[src/rtl/operand_shift_reg.sv]
module operand_shift_reg #(
  parameter int WIDTH = 16
) (
  input  logic             clk,
  input  logic             rst_n,
  input  logic [1:0]       func,
  input  logic [1:0]       mode,
  input  logic             carry_in,
  input  logic [WIDTH-1:0] load_data,
  input  logic             sext_sel,
  input  logic             hi_en,
  input  logic             lo_en,
  output logic [WIDTH-1:0] q,
  output logic [WIDTH-1:0] sext_q,
  output logic [WIDTH-1:0] operand,
  output logic             carry_out
);
  localparam int HALF = WIDTH / 2;
  localparam logic [1:0] F_HOLD  = 2'b00;
  localparam logic [1:0] F_LOAD  = 2'b01;
  localparam logic [1:0] F_RIGHT = 2'b10;
  localparam logic [1:0] F_LEFT  = 2'b11;

  logic [WIDTH-1:0] q_r;
  logic             rotate;
  logic             fill_r;
  logic             fill_l;
  logic [WIDTH-1:0] view;

  assign rotate = mode[0];
  assign fill_r = rotate ? carry_in : q_r[WIDTH-1];
  assign fill_l = rotate ? carry_in : 1'b0;

  always_ff @(posedge clk or negedge rst_n) begin
    if (!rst_n) begin
      q_r <= '0;
    end else begin
      case (func)
        F_LOAD:  q_r <= load_data;
        F_RIGHT: q_r <= {fill_r, q_r[WIDTH-1:1]};
        F_LEFT:  q_r <= {q_r[WIDTH-2:0], fill_l};
        default: q_r <= q_r;
      endcase
    end
  end

  always_comb begin
    case (func)
      F_RIGHT: carry_out = q_r[0];
      F_LEFT:  carry_out = q_r[WIDTH-1];
      default: carry_out = 1'b0;
    endcase
  end

  assign q       = q_r;
  assign sext_q  = {{(WIDTH-HALF){q_r[HALF-1]}}, q_r[HALF-1:0]};
  assign view    = sext_sel ? sext_q : q_r;
  assign operand = {hi_en ? view[WIDTH-1:HALF] : {(WIDTH-HALF){1'b0}},
                    lo_en ? view[HALF-1:0]     : {HALF{1'b0}}};
endmodule

[config.mk]
export PLATFORM = sky130hd
export DESIGN_NAME = operand_shift_reg
export DESIGN_NICKNAME = d
export VERILOG_FILES = /design/src/rtl/operand_shift_reg.sv
export SDC_FILE = /design/constraint.sdc
export NUM_CORES = 1
export LEC_CHECK = 0
export BUFFER_PORTS_ARGS = -buffer_cell sky130_fd_sc_hd__buf_4
export CAP_MARGIN = 20
export CORE_MARGIN = 8
export CORE_UTILIZATION = 35
export CTS_CLUSTER_SIZE = 14
export DETAILED_ROUTE_END_ITERATION = 10
export GPL_ROUTABILITY_DRIVEN = 1
export PLACE_DENSITY = 0.84
export SYNTH_ARGS = -nofsm -noshare
export SYNTH_HDL_FRONTEND = slang
export SYNTH_SLANG_ARGS = --single-unit
[constraint.sdc]
create_clock -name clk -period 1.2 [get_ports clk]
set_input_delay 0.06 -clock clk [delete_from_list [all_inputs] [get_ports clk]]
set_output_delay 0.06 -clock clk [all_outputs]
set_load 0.01 [all_outputs]
==> impl_metrics.tcl, run 1 <==
set metrics [dict create \
    status "completed" \
    drv_cap 0 \
    ys_warn_count 0 \
    ys_types 17 \
    path_depth 3 \
    tightest_slew_ps 295 \
    worst_slack_ps 3.68 \
    finalSetupViolations 0 \
    finish.net_count 177 \
    drtAntennaViolNets 0 \
    cpMaxStageDelayCell "dfrtp_2" \
    synthesis.area_um2 1120 \
    via_per_inst 5.07 \
    clock.fmax_mhz 836 \
    grt_pass1_vias 1000 \
    remaining_drc_errors 0 \
    cts_buffer_depth 2 \
    r2r-end "q[8]" \
    p_per_area_nw_per_um2 1390 \
    antenna-diode-count 0 \
    mostFrequentLayoutCell "buf_4" \
    final_cell_mix "buf_4, mux4_2, dfrtp_1" \
    grt_pass1_wl_um 5500 \
    reg2reg_from "q[7]" \
    tns_ps 0 \
    holdWs_ps 88.2 \
    cts_tree "done" \
    avgSynthCellArea_um2 13.0 \
    ff2ff_setup_slack_ps 10 \
    crit_arrival_ps 1140 \
    clock_latency_ps 280 \
    timing.final.max_slew_violations 0 \
    synth_top_area_share_pct 35.7 \
    max_stage_delay_ps 450 \
    gp_congestion 0.769 \
    yosys-top-cells-area "dfrtp_1, mux4_2, buf_4, a21boi_0, and2_1" \
    cp-start-kind "flop" \
    synthCells 86 \
    grt_start_max_net_pins 22 \
    ys_seq_area_share_pct 35.7 \
    portBuffers 73 \
    cts_buffers 3 \
    drt-initial-drc-count 41 \
    area_delta_synth_final_pct 52.6 \
    slew_headroom_pct 80.3 \
    io_pins 75 \
    antenna_found_initial 0 \
    die_x_um 72.6 \
    die_h_um 72.6 \
    cpMostUsedCell "buf_6" \
    required_ps 1140 \
    crit_type "flop to output pin" \
    period_share_pct 99.7 \
    worstSetupEndpoint "operand[7]" \
    worstRegToRegCells 2 \
    rows 20 \
    worst_hold_path_type "primary input to flop" \
    ir_worst_vdd_v 0.000430 \
    grt_overflow 0 \
    finClkSkew_ps 6.93 \
    dr.pass1.iters 4 \
    drive_gt1_share_pct 72.5 \
    cp_top_family "flip-flops" \
    pre_cts_slack_ps -148 \
    cp-startpoint "q[7]" \
    drt_wl_total_um 3600 \
    synth_top_area_cell "dfrtp_1" \
    rsz0062_at_grt "true" \
    cts_max_level 1 \
    path_max_fanout 14 \
    dieArea_um2 5270 \
    root_buffer "clkbuf_4" \
    post_drt_wl_per_cell_um 18.7 \
    power_mw 2.37 \
    dpl-instance-area_um2 1600 \
    clkTransAtPathRegs_ps 100 \
    track_usage_pct 13.4 \
    syn_nets 112 \
    place_hpwl_um 2730 \
    largest_register_ffs 16 \
    endpoint_kind "output pin" \
    hold_violations 0 \
    finalCriticalPeriod_ps 1200 \
    cts_sinks 16 \
    num_vias 978 \
    crit_chain "buf_6 > and2_4 > buf_6" \
    p_leak_nw 0.801 \
    stdcell_area_um2 1710 \
    core_um2 3050 \
    ys_ff_latch 16 \
    start_util_pct 36.7 \
    critPathBufInv 2 \
]
==> worst min-delay path by stage <==
stage          slack, ps    end  depth (start not counted)          from
6_report              90   q[0]                          3  load_data[0]
5_1_grt               70   q[8]                          2  load_data[8]
3_3_place_gp         -70  q[10]                          1         rst_n
3_5_place_dp         -60  q[10]                          1         rst_n
4_1_cts               80   q[0]                          3  load_data[0]
2_1_floorplan       -240   q[0]                          0         rst_n
==> Yosys cell counts (all sizes together) <==
master and n:
dfrtp 16, mux4 14, nor2b 2, nand2 2
buf 20, mux2i 2, and4b 1, a221o 1
o21ai 1, nand2b 8, mux2 1, o22ai 1
and2 8, a21boi 9
==> cells by family after synthesis <==
family                 count (synthesis)  share of synthesized area, %
AOI/OAI and AO/OA                     12                          7.92
and+or+nand+nor                       21                          11.6
buffers and inverters                 20                          13.5
muxes                                 17                          31.3
DFF                                   16                          35.7
==> tightest hold or removal path, cell delays in order <==
cell and delay [ps]:
buf_4 70, mux2i_1 60, o22ai_1 120
==> power breakdown <==
part / switching (mW) / internal, mW
Sequential: 0.166 / 0.664
Combinational: 0.514 / 0.744
Clock: 0.168 / 0.116
Total: 0.848 / 1.52
==> stage by stage <==
| stage | instances | utilization, % |
|---|---|---|
| after global routing | 193 | 56.0 |
| final | 193 | 56.0 |
| after CTS | 191 | 54.4 |
| after floorplan | 86 | - |
| after detailed placement | 185 | 52.4 |
| after global placement | 185 | 52.4 |
==> layout make-up <==
class / count / area, um2
clock buffer: 3 / 22.5
multi-input combinational: 50 / 606
sequential: 16 / 404
fill: 265 / 1340
timing repair buffer: 80 / 623
tap: 44 / 55.1
==> layer usage <==
metal	GRT usage, %	vias to the layer above	wire, um
li1	-	431	-
met1	14.3	500	1320
met2	24.6	43	1970
met3	3.30	4	266
met4	4.67	0	46
met5	0	-	0
==> timing repair <==
item	in CTS	in global routing
resized for setup	9	14
hold buffers	1	0
buffers inserted	3	2
hold endpoints to repair	16	0
gates cloned	0	0
setup endpoints to repair	10	12
(Power assumes the default switching activity.)
==> run 2, diff against run 1 <==
--- a/config.mk
+++ b/config.mk
@@ -8,11 +8,13 @@
 export BUFFER_PORTS_ARGS = -buffer_cell sky130_fd_sc_hd__buf_4
 export CAP_MARGIN = 20
 export CORE_MARGIN = 8
-export CORE_UTILIZATION = 35
+export CORE_UTILIZATION = 37
 export CTS_CLUSTER_SIZE = 14
 export DETAILED_ROUTE_END_ITERATION = 10
 export GPL_ROUTABILITY_DRIVEN = 1
-export PLACE_DENSITY = 0.84
+export HOLD_SLACK_MARGIN = 0.03
+export PLACE_DENSITY = 0.87
+export SLEW_MARGIN = 15
 export SYNTH_ARGS = -nofsm -noshare
 export SYNTH_HDL_FRONTEND = slang
 export SYNTH_SLANG_ARGS = --single-unit
==> impl_metrics.tcl, run 2 (synthesis gave the netlist of run 1 again) <==
set metrics [dict create \
    status "completed" \
    r2r-end "q[7]" \
    internal_power_mw 1.50 \
    required_ps 1140 \
    drtAntennaViolNets 0 \
    wl_met2_um 1810 \
    largest_register_ffs 16 \
    path_max_fanout 8 \
    max_stage_delay_ps 440 \
    drt_wl_total_um 3380 \
    endpoint_kind "output pin" \
    worstRegToRegCells 2 \
    start_util_pct 37.6 \
    p_per_area_nw_per_um2 1390 \
    antenna_found_initial 0 \
    tightest_slew_ps 294 \
    cp-start-kind "flop" \
    grt_pass1_vias 992 \
    p_switching_uw 824 \
    crit_chain "nand2_4 > a21boi_1 > buf_4" \
    cts_buffer_depth 2 \
    remaining_drc_errors 0 \
    place_hpwl_um 2520 \
    grt_start_max_net_pins 22 \
    dr.max_layer_used "met4" \
    combPwrFrac_pct 51.8 \
    ff2ff_setup_slack_ps 20 \
    antenna-diode-count 0 \
    drt-initial-drc-count 44 \
    cts_max_level 1 \
    finClkSkew_ps 5.61 \
    portBuffers 73 \
    rsz0062_at_grt "true" \
    grt_overflow 0 \
    drive_gt1_share_pct 69.3 \
    die_h_um 71.0 \
    power_frac_clock_pct 12.2 \
    io_pins 75 \
    final_core_util_pct 56.2 \
    n_fill_cell 240 \
    cts_buffers 3 \
    drv_cap 0 \
    finalSetupViolations 0 \
    cts_sinks 16 \
    area_delta_synth_final_pct 49.2 \
    worst_hold_path_type "primary input to flop" \
    clock_latency_ps 280 \
    hold_violations 0 \
    timing.final.max_slew_violations 0 \
    num_vias 973 \
    cpMaxStageDelayCell "dfrtp_2" \
    slew_headroom_pct 80.4 \
    p_sw_share_pct 35.4 \
    stdcell_area_um2 1670 \
    die_x_um 71.0 \
    clock.fmax_mhz 835 \
    ir_worst_vdd_v 0.000464 \
    worstSetupEndpoint "operand[15]" \
    root_buffer "clkbuf_4" \
    drt-met1-wl_um 1260 \
    crit_type "flop to output pin" \
    reg2reg_from "q[7]" \
    dr.pass1.iters 4 \
    worst_slack_ps 1.90 \
    wl_met3_um 258 \
    period_share_pct 99.8 \
    track_usage_pct 12.6 \
    power_frac_seq_pct 36.1 \
    core_um2 2980 \
    dieArea_um2 5050 \
    cp-startpoint "q[7]" \
    final_cell_mix "buf_4, dfrtp_1, mux4_2" \
    crit_arrival_ps 1140 \
    mostFrequentLayoutCell "buf_4" \
    via_per_inst 5.32 \
    rows 20 \
    p_leak_nw 0.803 \
    grt_pass1_wl_um 5130 \
    pre_cts_slack_ps 98.5 \
    gp_congestion 0.767 \
    post_drt_wl_per_cell_um 18.5 \
    cts_tree "done" \
    finish.net_count 178 \
    clkTransAtPathRegs_ps 90 \
    finalCriticalPeriod_ps 1200 \
    dpl-instance-area_um2 1600 \
]
run 2: cell count changes in the layout (fill, tap and decap cells not counted), sizes merged:
cell	previous run	this run
buf	79	80
run 2: how the worst min path moves through the flow:
stage / endpoint / startpoint / cells after the start
after floorplan: q[0] / rst_n / 0
after global placement: q[10] / rst_n / 1
after detailed placement: q[10] / rst_n / 1
after CTS: q[8] / load_data[8] / 2
after global routing: q[9] / load_data[9] / 2
final: q[0] / load_data[0] / 3
run 2: layout make-up:
class	instances	area (um2)	share of cell area (%)
Multi-Input combinational cell	50	596	35.6
Timing Repair Buffer	81	611	36.5
Sequential cell	16	403	24.1
Clock buffer	3	22.5	1.35
Tap cell	33	41.3	2.47
run 2: power by group through the flow:
stage / Combinational, mW / Clock (mW) / Sequential, mW
3_3_place_gp: 1.14 / 0 / 0.828
3_5_place_dp: 1.16 / 0 / 0.842
2_1_floorplan: 0.598 / 0 / 0.865
4_1_cts: 1.17 / 0.292 / 0.837
5_1_grt: 1.29 / 0.314 / 0.860
6_report: 1.20 / 0.283 / 0.840
run 2: per-layer routing:
| layer | track usage, % | vias to the layer above |
|---|---|---|
| met1 | 14.3 | 493 |
| met2 | 21.3 | 42 |
| met5 | 0 | - |
| met3 | 4.10 | 4 |
| li1 | - | 434 |
| met4 | 5.08 | 0 |
run 2: stage by stage:
step / cells / power, mW / hold WS, ps / setup TNS, ps
floorplan: 86 / 1.46 / -236 / 0
global placement: 177 / 1.97 / -74.6 / 0
detailed placement: 177 / 2.00 / -65.9 / 0
CTS: 181 / 2.29 / 86.3 / -84.8
global route: 183 / 2.46 / 70.1 / -233
finish: 183 / 2.33 / 80.5 / 0
run 2: critical path, delay by kind of cell (launching register included):
kind / cells / cell delay, ps
buffers and inverters: 1 / 150
and+or+nand+nor: 1 / 110
AOI/OAI and AO/OA: 1 / 160
DFF: 1 / 440
run 2: timing repair:
item                                    4_1_cts  5_1_grt
setup buffers                                 1        2
hold endpoints to repair                     16        0
pin swaps                                     0        2
resized for setup                             2       14
endpoints found under the setup margin        9       10
hold buffers                                  1        0
gates cloned                                  0        0
==> run 3, diff against run 2 <==
--- a/config.mk
+++ b/config.mk
@@ -13,6 +13,7 @@
 export DETAILED_ROUTE_END_ITERATION = 10
 export GPL_ROUTABILITY_DRIVEN = 1
 export HOLD_SLACK_MARGIN = 0.03
+export MAX_ROUTING_LAYER = met4
 export PLACE_DENSITY = 0.87
 export SLEW_MARGIN = 15
 export SYNTH_ARGS = -nofsm -noshare
==> impl_metrics.tcl, run 3 (synthesis gave the netlist of run 1 again) <==
set metrics [dict create \
    num_vias 971 \
    rsz0062_at_grt "true" \
    final_core_util_pct 56.2 \
    finalNonFillerCells 183 \
    p_leak_nw 0.803 \
    cts_buffer_depth 2 \
    grt_overflow 0 \
    track_usage_pct 12.9 \
    dr.pass1.iters 4 \
    reg2reg_from "q[7]" \
    cp-start-kind "flop" \
    period_share_pct 99.9 \
    drt_wl_total_um 3360 \
    dieArea_um2 5050 \
    cts_tree "done" \
    clock.fmax_mhz 834 \
    hold_start "load_data[0]" \
    hold_depth 3 \
    cts_sinks 16 \
    drv_cap 0 \
    die_h_um 71.0 \
    path_max_fanout 8 \
    root_buffer "clkbuf_4" \
    timing.final.max_slew_violations 0 \
    finClkSkew_ps 4.30 \
    crit_arrival_ps 1140 \
    largest_register_ffs 16 \
    antenna_found_initial 0 \
    hold_violations 0 \
    post_drt_wl_per_cell_um 18.3 \
    via_per_inst 5.31 \
    tightest_slew_ps 288 \
    slew_headroom_pct 80.8 \
    portBuffers 73 \
    ir_worst_vdd_v 0.000464 \
    power_mw 2.32 \
    drt-initial-drc-count 54 \
    clock_latency_ps 280 \
    worstRegToRegCells 2 \
    place_hpwl_um 2520 \
    required_ps 1140 \
    cts_max_level 1 \
    die_x_um 71.0 \
    p_per_area_nw_per_um2 1390 \
    final_cell_mix "buf_4, dfrtp_1, mux4_2" \
    grt_start_max_net_pins 22 \
    r2r-end "q[7]" \
    rows 20 \
    area_delta_synth_final_pct 49.2 \
    cts_buffers 3 \
    grt_pass1_vias 990 \
    clkTransAtPathRegs_ps 90 \
    gp_congestion 0.777 \
    io_pins 75 \
    status "completed" \
    start_util_pct 37.6 \
    finalSetupViolations 0 \
    finish.net_count 178 \
    mostFrequentLayoutCell "buf_4" \
    ff2ff_setup_slack_ps 20 \
    grt_pass1_wl_um 5130 \
    hold-path-endpoint "q[0]" \
    holdWs_ps 80.2 \
    crit_type "flop to output pin" \
    worst_hold_path_type "primary input to flop" \
    finalCriticalPeriod_ps 1200 \
    dp.cells 177 \
    drtAntennaViolNets 0 \
    remaining_drc_errors 0 \
    antenna-diode-count 0 \
    core_um2 2980 \
    drive_gt1_share_pct 69.3 \
    endpoint_kind "output pin" \
]
[run 3: cell counts in the layout (fill, tap and decap cells not counted)]
No cell type changed its count.
[run 3: per-layer routing]
metal / vias to the layer above / global-route usage [%] / part of all wire [%]
met4: 0 / 5.08 / 1.3
met1: 493 / 14.3 / 38
met2: 40 / 21.4 / 54
met5: - / - / 0
li1: 434 / - / -
met3: 4 / 3.81 / 6.7
[run 3: layout make-up]
type | instances | area, um2
Sequential cell | 16 | 403
Multi-Input combinational cell | 50 | 596
Timing Repair Buffer | 81 | 611
Fill cell | 240 | 1310
Tap cell | 33 | 41.3
Clock buffer | 3 | 22.5
[run 3: how the worst max path moves through the flow]
| stage | startpoint | end | slack [ps] | cells after the start |
|---|---|---|---|---|
| 3_5_place_dp | q[14] | q[15] | 100 | 2 |
| 6_report | q[7] | operand[15] | 2 | 3 |
| 2_1_floorplan | q[14] | q[15] | 60 | 2 |
| 5_1_grt | q[7] | operand[15] | -50 | 3 |
| 3_3_place_gp | q[14] | q[15] | 120 | 2 |
| 4_1_cts | q[7] | operand[15] | -30 | 3 |
[run 3: worst max-delay path, cell delays in order, from the launching register on]
cell and delay, ps:
dfrtp_2 440, nand2_4 110, a21boi_1 160, buf_4 150
[run 3: per-stage QoR]
stage	instance area, um2	setup TNS [ps]	setup slack (ps)
3_3_place_gp	1600	0	119
3_5_place_dp	1600	0	98.5
2_1_floorplan	1120	0	64.6
4_1_cts	1630	-84.8	-28.4
6_report	1670	0	1.51
5_1_grt	1670	-234	-48.9
[run 3: timing repair]
item                                    4_1_cts  5_1_grt
hold buffers                                  1        0
endpoints found under the setup margin        9       10
pin swaps                                     0        2
buffers inserted                              1        2
hold endpoints to repair                     16        0
resized for setup                             2       14
[run 3: report_power, final]
part / switching (mW) / internal [mW] / leakage, nW
clock network: 0.167 / 0.116 / 0.0138
registers: 0.174 / 0.662 / 0.187
logic: 0.480 / 0.724 / 0.603
